<file path="config.mk">
export PLATFORM = sky130hd
export DESIGN_NAME = pulse_acc_bank
export DESIGN_NICKNAME = d
export VERILOG_FILES = /design/src/rtl/pa_pkg.sv /design/src/rtl/pa_edge_sync.sv /design/src/rtl/pa_counters.sv /design/src/rtl/pa_hold.sv /design/src/rtl/pulse_acc_bank.sv
export SDC_FILE = /design/constraint.sdc
export NUM_CORES = 1
export LEC_CHECK = 0
export BUFFER_PORTS_ARGS = -buffer_cell sky130_fd_sc_hd__buf_2
export CAP_MARGIN = 20
export CELL_PAD_IN_SITES_DETAIL_PLACEMENT = 1
export CELL_PAD_IN_SITES_GLOBAL_PLACEMENT = 1
export CORE_UTILIZATION = 35
export DETAILED_ROUTE_END_ITERATION = 10
export GPL_TIMING_DRIVEN = 0
export HOLD_SLACK_MARGIN = 0.12
export PLACE_DENSITY_LB_ADDON = 0.25
export SYNTH_ARGS = -nofsm -noshare
export SYNTH_HDL_FRONTEND = slang
export SYNTH_HIERARCHICAL = 1
export SYNTH_SLANG_ARGS = --single-unit
</file>
<file path="constraint.sdc">
create_clock -name clk -period 3.45 [get_ports clk]
set_clock_uncertainty 0.15 [all_clocks]
set_input_delay 0.345 -clock clk [delete_from_list [all_inputs] [get_ports clk]]
set_output_delay 0.345 -clock clk [all_outputs]
set_load 0.005 [all_outputs]
</file>
<file path="src/rtl/pa_pkg.sv">
package pa_pkg;
  localparam int PA_W = 8;

  // Incremented value with the carry out in the top bit.
  function automatic logic [PA_W:0] step_cnt(input logic [PA_W-1:0] v);
    return {1'b0, v} + {{PA_W{1'b0}}, 1'b1};
  endfunction

  // Edge detection on a synchronised level; fall selects the falling edge.
  function automatic logic edge_hit(input logic fall, input logic prev, input logic cur);
    return fall ? (prev & ~cur) : (cur & ~prev);
  endfunction
endpackage

</file>
<file path="src/rtl/pa_edge_sync.sv">
module pa_edge_sync #(
  parameter int NCH = 4
) (
  input  logic           clk,
  input  logic           rst_n,
  input  logic [NCH-1:0] pin,
  input  logic [NCH-1:0] en,
  input  logic [NCH-1:0] fall,
  output logic [NCH-1:0] evt
);
  import pa_pkg::*;

  for (genvar i = 0; i < NCH; i++) begin : g_sync
    logic s1, s2, pv;
    always_ff @(posedge clk or negedge rst_n) begin
      if (!rst_n) begin
        s1 <= 1'b0;
        s2 <= 1'b0;
        pv <= 1'b0;
      end else begin
        s1 <= pin[i];
        s2 <= s1;
        pv <= s2;
      end
    end
    assign evt[i] = en[i] & edge_hit(fall[i], pv, s2);
  end
endmodule

</file>
<file path="src/rtl/pa_counters.sv">
module pa_counters #(
  parameter int NCH = 4,
  parameter int W   = pa_pkg::PA_W
) (
  input  logic           clk,
  input  logic           rst_n,
  input  logic [NCH-1:0] evt,
  input  logic           cascade,
  input  logic [NCH-1:0] wr_en,
  input  logic [W-1:0]   wdata,
  output logic [NCH*W-1:0] cnt_flat,
  output logic           carry0,
  output logic           wrap16,
  output logic           wrap8
);
  import pa_pkg::*;

  logic [NCH-1:0] full;
  logic [NCH-1:0] inc;
  logic           up_go;

  assign carry0 = evt[0] & ~wr_en[0] & full[0];

  for (genvar i = 0; i < NCH; i++) begin : g_ch
    logic [W-1:0] q;
    logic [W:0]   nxt;
    assign nxt     = step_cnt(q);
    assign full[i] = nxt[W];
    if (i == 1) begin : g_upper
      assign inc[i] = cascade ? carry0 : evt[i];
    end else begin : g_plain
      assign inc[i] = evt[i];
    end
    always_ff @(posedge clk or negedge rst_n) begin
      if (!rst_n)        q <= '0;
      else if (wr_en[i]) q <= wdata;
      else if (inc[i])   q <= nxt[W-1:0];
    end
    assign cnt_flat[i*W +: W] = q;
  end

  assign up_go  = inc[1] & ~wr_en[1];
  assign wrap16 = cascade  & up_go & full[1];
  assign wrap8  = ~cascade & up_go & full[1];
endmodule

</file>
<file path="src/rtl/pa_hold.sv">
module pa_hold #(
  parameter int NCH = 4,
  parameter int W   = pa_pkg::PA_W
) (
  input  logic             clk,
  input  logic             rst_n,
  input  logic             strobe,
  input  logic [NCH-1:0]   lat_en,
  input  logic [NCH*W-1:0] cnt_flat,
  output logic [NCH*W-1:0] hold_flat
);
  for (genvar i = 0; i < NCH; i++) begin : g_hold
    logic [W-1:0] h;
    always_ff @(posedge clk or negedge rst_n) begin
      if (!rst_n)                    h <= '0;
      else if (strobe && lat_en[i])  h <= cnt_flat[i*W +: W];
    end
    assign hold_flat[i*W +: W] = h;
  end
endmodule

</file>
<file path="src/rtl/pulse_acc_bank.sv">
module pulse_acc_bank #(
  parameter int NCH = 4,
  parameter int W   = pa_pkg::PA_W,
  parameter int AW  = 4
) (
  input  logic           clk,
  input  logic           rst_n,
  input  logic [NCH-1:0] pin_in,
  input  logic           latch_stb,
  input  logic           bus_sel,
  input  logic           bus_wr,
  input  logic [AW-1:0]  bus_addr,
  input  logic [W-1:0]   bus_wdata,
  output logic [W-1:0]   bus_rdata,
  output logic           irq
);
  localparam int A_CNT   = 0;
  localparam int A_HOLD  = NCH;
  localparam int A_CFG   = 2 * NCH;
  localparam int A_MODE  = 3 * NCH;
  localparam int A_LATEN = 3 * NCH + 1;
  localparam int A_FLAG  = 3 * NCH + 2;

  logic [1:0]       cfg [NCH];
  logic [2:0]       mode;
  logic [NCH-1:0]   lat_en;
  logic             flag;
  logic [NCH-1:0]   ch_en, ch_fall, evt, cnt_wr;
  logic [NCH*W-1:0] cnt_flat, hold_flat;
  logic             carry0, wrap16, wrap8, ovf_evt;
  logic             bus_write, cascade, fast_clr, irq_en, flag_clr_req;

  assign bus_write = bus_sel & bus_wr;
  assign cascade   = mode[0];
  assign fast_clr  = mode[1];
  assign irq_en    = mode[2];

  for (genvar i = 0; i < NCH; i++) begin : g_dec
    assign ch_en[i]   = cfg[i][0];
    assign ch_fall[i] = cfg[i][1];
    assign cnt_wr[i]  = bus_write && (bus_addr == AW'(A_CNT + i));
  end

  pa_edge_sync #(.NCH(NCH)) u_sync (
    .clk(clk), .rst_n(rst_n), .pin(pin_in), .en(ch_en), .fall(ch_fall), .evt(evt)
  );

  pa_counters #(.NCH(NCH), .W(W)) u_cnt (
    .clk(clk), .rst_n(rst_n), .evt(evt), .cascade(cascade), .wr_en(cnt_wr),
    .wdata(bus_wdata), .cnt_flat(cnt_flat), .carry0(carry0),
    .wrap16(wrap16), .wrap8(wrap8)
  );

  pa_hold #(.NCH(NCH), .W(W)) u_hold (
    .clk(clk), .rst_n(rst_n), .strobe(latch_stb), .lat_en(lat_en),
    .cnt_flat(cnt_flat), .hold_flat(hold_flat)
  );

  always_ff @(posedge clk or negedge rst_n) begin
    if (!rst_n) begin
      for (int i = 0; i < NCH; i++) cfg[i] <= '0;
      mode   <= '0;
      lat_en <= '0;
    end else if (bus_write) begin
      for (int i = 0; i < NCH; i++)
        if (bus_addr == AW'(A_CFG + i)) cfg[i] <= bus_wdata[1:0];
      if (bus_addr == AW'(A_MODE))  mode   <= bus_wdata[2:0];
      if (bus_addr == AW'(A_LATEN)) lat_en <= bus_wdata[NCH-1:0];
    end
  end

  // Overflow flag: a wrap in the same cycle as a clear leaves it set.
  assign ovf_evt      = wrap16 | wrap8;
  assign flag_clr_req = (bus_write && bus_addr == AW'(A_FLAG) && bus_wdata[1])
                      | (fast_clr && bus_sel && bus_addr < AW'(2));

  always_ff @(posedge clk or negedge rst_n) begin
    if (!rst_n)            flag <= 1'b0;
    else if (ovf_evt)      flag <= 1'b1;
    else if (flag_clr_req) flag <= 1'b0;
  end

  assign irq = flag & irq_en;

  always_comb begin
    bus_rdata = '0;
    for (int i = 0; i < NCH; i++) begin
      if (bus_addr == AW'(A_CNT + i))  bus_rdata = cnt_flat[i*W +: W];
      if (bus_addr == AW'(A_HOLD + i)) bus_rdata = hold_flat[i*W +: W];
      if (bus_addr == AW'(A_CFG + i))  bus_rdata = {{(W-2){1'b0}}, cfg[i]};
    end
    if (bus_addr == AW'(A_MODE))  bus_rdata = {{(W-3){1'b0}}, mode};
    if (bus_addr == AW'(A_LATEN)) bus_rdata = {{(W-NCH){1'b0}}, lat_en};
    if (bus_addr == AW'(A_FLAG))  bus_rdata = {{(W-2){1'b0}}, flag, 1'b0};
  end
endmodule

</file>
==> summary.txt, run 1 <==
Setup path
  – Reg2reg path depth: 7
  – R2R Setup Slk: a little under 1 ns
  – CP required: between 3 and 4 ns
  – CP Max Fanout: 10
  – Data arrival, critical path: roughly 2.9 ns
  – Setup CP Type: in2reg
  – RR Startpoint: cfg[7]
  – R2R Path End: u_cnt/g_ch[1].q[2]
  – Worst setup SP type: input pin
  – Crit end category: register

Layout
  – Share of layout cells above drive strength 1: 23.2%
  – Fin area: between 0.005 and 0.006 mm2
  – Post-layout util: slightly above 40%
  – Total Nets Final: about 560
  – Syn-to-layout area delta: 14.8%
  – Ant. Diodes: 0

Timing
  – Final period utilization: slightly above 80%
  – Tmin final: about 2.8 ns
  – Worst-Margin Slew: a little under 0.8 ns
  – Unrepaired setup endpoints after global routing: false
  – Setup Viol. Count Final: 0
  – Final hold violations: 0
  – Final Max Slew Viols: 0
  – Max frequency: between 300 and 400 MHz
  – Slew margin rel.: 47.6%
  – Setup tns final: 0 ns

Floorplanning
  – Die Area: 0.0148 mm2
  – Starting density of the core: a little over a third
  – Core footprint: 0.0139 mm2
  – Die X: 122 um
  – # rows: 43
  – Die height: between 100 and 150 um
  – I/O pin count: 30

Synth
  – Post-Syn Area: between 0.005 and 0.006 mm2
  – Synthesis Warnings: 6
  – Syn_area_per_cell: 10.3 um2
  – Syn_nets: around 500
  – Syn Inst Count: 487

Power
  – Leakage power: approximately 0.0023 uW
  – Worst IR drop on VDD: approximately 0.20 mV
  – Internal power: between 2000 and 3000 uW
  – Seq pwr share: 48.3%
  – Clock Power Share: 25.6%
  – Sw frac: 33.6%
  – Part of the power in combinational logic: a little over a quarter
  – Psw: 1340 uW
  – Pwr/cell area: ~700 mW/mm2

Worst hold path
  – Worst hold path type: in2reg
  – Hold path start: bus_wdata[4]
  – WHS Endpoint: u_cnt/g_ch[2].q[4]
  – Worst hold path cell count: 3

Routing
  – Wirelength, routed: 14,700 um
  – Via count: ~4,000
  – Routed vias/inst: about 5.5
  – Initial detailed-routing violation count: between 150 and 200
  – Post-DRT Antenna Nets: 0
  – WL/cell: between 20 and 25 um
  – DRC violations left: 0
  – DRT Pass-1 Iters: 4

GRT
  – First-pass GRT wire length: 23,800 um
  – Antenna violations before repair: 0
  – Pin count of the biggest net entering global routing: a little under 70
  – Vias in the first global route: between 4,000 and 5,000
  – GRT overflow: 0
  – Tot GR Track Use: between 20% and 30%

Clock network
  – Clk root buf: clkbuf_16
  – CTS resizes: 0
  – Post-CTS Setup Bufs: 0
  – H-tree levels: 3
  – Clk_lat worst skew: 0.35 ns
  – CTS sink cnt: 92
  – CTS tree: yes
  – CTS Buf Count: 9
  – Register clock-pin slew on the reported worst setup and hold paths: around 0.060 ns
  – CTS max path bufs: 2

Place
  – Gpl congestion: between 0.9 and 1
  – HPWL Detailed: 11,100 um
  – DP Area: around 0.0054 mm2
  – IO buf count: 26

Run status
  – Status: finished, final reports clean

Flow run
  – Max cap viols: 0
## power groups by stage
| stage | registers [uW] | logic, uW | clock network, uW |
|---|---|---|---|
| after floorplan | 1770 | 804 | 0 |
| after global placement | 1920 | 990 | 0 |
| after detailed placement | 1950 | 1040 | 0 |
| after CTS | 1930 | 1060 | 1050 |
| after global routing | 2000 | 1170 | 1090 |
| final | 1930 | 1040 | 1020 |
## placed cells by master (no fill, tap or decap), drive strengths merged, types with 4 or more instances in the layout
master,count
and3,7
nor4,4
mux2,51
nor3,9
mux2i,5
a31oi,6
a21oi,15
mux4,4
o31ai,6
nand4b,4
nand4bb,4
nand2,58
nand3,12
xor2,13
buf,45
nor2,27
o21ai,46
nand4,8
dfrtp,92
inv,9
o22ai,7
clkbuf,17
nand2b,11
dlygate4sd3,5
ha,4
xnor2,9
nor2b,12
## stage by stage
step | instances | hold WS, ns | worst slack (ns) | power, uW
floorplan | 487 | -0.101 | 0.889 | 2580
global placement | 693 | 0.183 | 0.293 | 2910
detailed placement | 694 | 0.145 | 0.247 | 2990
CTS | 715 | 0.136 | 0.607 | 4040
global route | 715 | 0.148 | 0.366 | 4260
finish | 715 | 0.140 | 0.633 | 3990
## critical path, stage by stage
cell      delay (ns)
buf_2           0.13
buf_2           0.19
nor2_1          0.24
nand3_1         0.22
nor3_1          0.65
nand3b_1        0.23
o41a_1          0.24
buf_2           0.27
nor4_1          0.09
a211o_1         0.28
## cell type report
cell class,count,area (um2)
well taps,180,225
fillers,1564,8190
flip-flops and latches,92,2300
multi-input cells,362,2530
repair buffers,32,210
inverters,10,37.5
clock inverters,4,47.5
clock buffers,12,256
plain buffers,23,140
## worst max path at each step
stage / cells past startpoint / slack [ns] / start / endpoint
final: 10 / 0.63 / bus_addr[3] / flag
after CTS: 10 / 0.61 / bus_addr[3] / flag
after global placement: 10 / 0.29 / bus_addr[0] / flag
after detailed placement: 10 / 0.25 / bus_addr[0] / flag
after floorplan: 10 / 0.89 / bus_addr[0] / flag
after global routing: 10 / 0.37 / bus_addr[3] / flag
## repair_timing
action | in CTS | in global routing
setup endpoints to repair | 0 | 0
hold buffers | 5 | 0
hold endpoints to repair | 29 | 0
## flip-flops by register name, summed over array words and instances, names as in the netlist
name	flops
cfg	8
flag	1
lat_en	4
mode	3
u_cnt/g_ch.q	32
u_hold/g_hold.h	32
u_sync/g_sync.pv	4
u_sync/g_sync.s1	4
u_sync/g_sync.s2	4
## layer usage
layer  track usage (%)  up-vias  part of all wire, %
met3              2.72       14                  3.1
li1                  -     1868                    -
met2              35.2       59                   48
met5                 0        -                    0
met1              30.4     2000                   47
met4              7.02        0                  1.4
No activity file was read; power rests on OpenSTA's default activity.
==> inputs of run 2 (changes only) <==
ABC_AREA = 1   (was not set)
clock period = 2.5 ns   (was 3.45 ns; I/O delays follow)
==> run 2 against run 1 <==
  * Sequential power increased by 31%
  * Sequential cell count did not move
  * Cell count rose by 25%
  * Setup slack worse by 0.39 ns
  * Synthesized cell count grew 36%
  * Non-clock buffer count is 4 lower
  * Hold slack lost 0.010 ns
  * Utilization increased by 0.29 points
  * Clock power rose by 21%
  * Largest cell class unchanged
==> summary.txt, run 2 <==
Floorplanning
  – # rows: 43
  – Starting density of the core: between 30 and 40%
  – I/O pin count: 30
  – Core footprint: 0.0140 mm2
  – Die X: 122 um
  – Die height: roughly 120 um
  – Die Area: 0.0150 mm2

Layout
  – Share of layout cells above drive strength 1: between 10% and 20%
  – Fillers: 1,758
  – Total Nets Final: between 700 and 800
  – Leading cell types in the layout, fill and taps excluded: 228 x nand2_1, 92 x dfrtp_1, 91 x nand3_1
  – Register area: 0.00230 mm2
  – Syn-to-layout area delta: 14.5%
  – Ant. Diodes: 0
  – Fin area: between 0.005 and 0.006 mm2
  – Most common library cell in the layout ignoring fill and taps: nand2_1
  – Multi-input combinational cell area: ~0.0025 mm2
  – Biggest regs: u_cnt/g_ch.q: 32 flops, u_hold/g_hold.h: 32 flops, cfg: 8 flops

Clock network
  – CTS Buf Count: 9
  – H-tree levels: 3
  – CTS max path bufs: 2
  – CTS sink cnt: 92
  – Clk root buf: clkbuf_16
  – Register clock-pin slew on the reported worst setup and hold paths: 0.06 ns
  – Clk_lat worst skew: roughly 0.35 ns
  – CTS tree: yes

Routing
  – DRC violations left: 0
  – Initial detailed-routing violation count: between 300 and 400
  – Post-DRT Antenna Nets: 0
  – Wirelength, routed: about 16,000 um
  – WL/cell: 18.2 um
  – Via count: 4,698
  – Routed vias/inst: 5.25
  – DRT Pass-1 Iters: 5

Place
  – Gpl congestion: about 0.81
  – HPWL Detailed: 12,000 um
  – IO buf count: 28
  – DP Area: around 0.0055 mm2

Timing
  – Max frequency: approximately 440 MHz
  – Setup Viol. Count Final: 0
  – Unrepaired setup endpoints after global routing: false
  – Tmin final: between 2 and 2.5 ns
  – Worst-Margin Slew: roughly 0.64 ns
  – Final period utilization: 90.4%
  – Final hold violations: 0
  – Slew margin rel.: between 50% and 60%
  – Final Max Slew Viols: 0
  – Hold WS: roughly 0.13 ns

Power
  – Seq pwr share: between 50% and 60%
  – Clock Power Share: ~25%
  – Psw: roughly 1900 uW
  – Sw frac: a little under two fifths
  – Internal power: just over 3000 uW
  – Leakage power: between 0.002 and 0.003 uW
  – Total Power: 4980 uW
  – Worst IR drop on VDD: 0.358 mV
  – Part of the power in combinational logic: about 24%
  – Pwr/cell area: between 800 and 900 mW/mm2

GRT
  – Tot GR Track Use: about a quarter
  – Antenna violations before repair: 0
  – Pin count of the biggest net entering global routing: 49
  – Vias in the first global route: 4,896
  – First-pass GRT wire length: 26,400 um
  – GRT overflow: 0

Setup path
  – CP required: approximately 2.6 ns
  – Data arrival, critical path: about 2.3 ns
  – CP Max Fanout: 10
  – Slowest stage cell, crit path: nor3_1
  – CP cell instances: buf_2 -> inv_1 -> nand2_1 -> nor3_1 -> buf_2 -> inv_1 -> buf_2 -> nand3_1 -> nor2_1 -> a311o_1
  – Worst setup SP type: input pin
  – Crit end category: register
  – CP peak stage delay: around 0.35 ns
  – Setup CP Type: in2reg
  – Top cell by count, worst path: buf_2

Synth
  – Syn_nets: around 690
  – Syn_area_per_cell: roughly 7.7 um2
  – Post-Syn Area: between 0.005 and 0.006 mm2
  – Synthesis Warnings: 6
  – Syn Inst Count: between 600 and 700

Flow run
  – Max cap viols: 0

Worst hold path
  – Worst hold path type: in2reg

Run status
  – Status: finished, final reports clean
run 2: power by group through the flow:
stage               clock [uW]  combinational [uW]  sequential (uW)
detailed placement           0                1210             2540
finish                    1230                1220             2520
floorplan                    0                 870             2330
global placement             0                1120             2510
global route              1350                1400             2600
CTS                       1290                1220             2520
run 2: routing by layer:
layer  wire length [um]  part of all wire, %  vias up  global-route usage [%]
met2               7910                   49       69                    38.9
li1                   -                    -     2261                       -
met1               7460                   46     2353                    31.3
met4                271                  1.7        0                    6.71
met3                637                  3.9       15                    5.76
met5                  0                    0        -                       0
run 2: area by class of cell:
cell class | instances | area share (%)
Clock buffer | 13 | 4.14
Sequential cell | 92 | 39.6
Tap cell | 180 | 3.88
Timing Repair Buffer | 37 | 4.22
Multi-Input combinational cell | 501 | 42.3
Buffer | 14 | 1.98
Clock inverter | 2 | 0.215
Inverter | 56 | 3.62
run 2: repair_timing:
item / in CTS / in global routing
endpoints found under the setup margin: 0 / 7
hold endpoints to repair: 50 / 0
hold buffers: 6 / 0
setup buffers: 0 / 2
gates resized for setup: 0 / 3
run 2: final timing paths:
path / start / endpoint / slack, ns / cells after the start
setup / recovery: bus_addr[1] / flag / 0.24 / 10
min in group asynchronous: rst_n / u_cnt/g_ch[1].q[1] / 0.31 / 2
max in group asynchronous: rst_n / u_cnt/g_ch[3].q[0] / 1.23 / 3
hold reg to reg: u_sync/g_sync[1].s1 / u_sync/g_sync[1].s2 / 0.20 / 0
setup reg to reg: cfg[7] / flag / 0.45 / 12
hold / removal: bus_wdata[4] / u_cnt/g_ch[2].q[4] / 0.13 / 3
run 2: stage by stage:
stage	setup TNS, ns	worst slack, ns	std cells	util [%]
6_report	0	0.239	895	41.5
4_1_cts	0	0.0685	893	41.3
2_1_floorplan	0	0.547	663	-
5_1_grt	0	0.0739	895	41.5
3_5_place_dp	-1.89	-0.322	872	39.1
3_3_place_gp	-1.12	-0.210	871	38.9
run 2: critical path, delay by kind of cell:
kind | cells | cell delay (ns)
AOI/OAI and AO/OA | 1 | 0.32
and+or+nand+nor | 4 | 0.87
buffers and inverters | 5 | 0.90
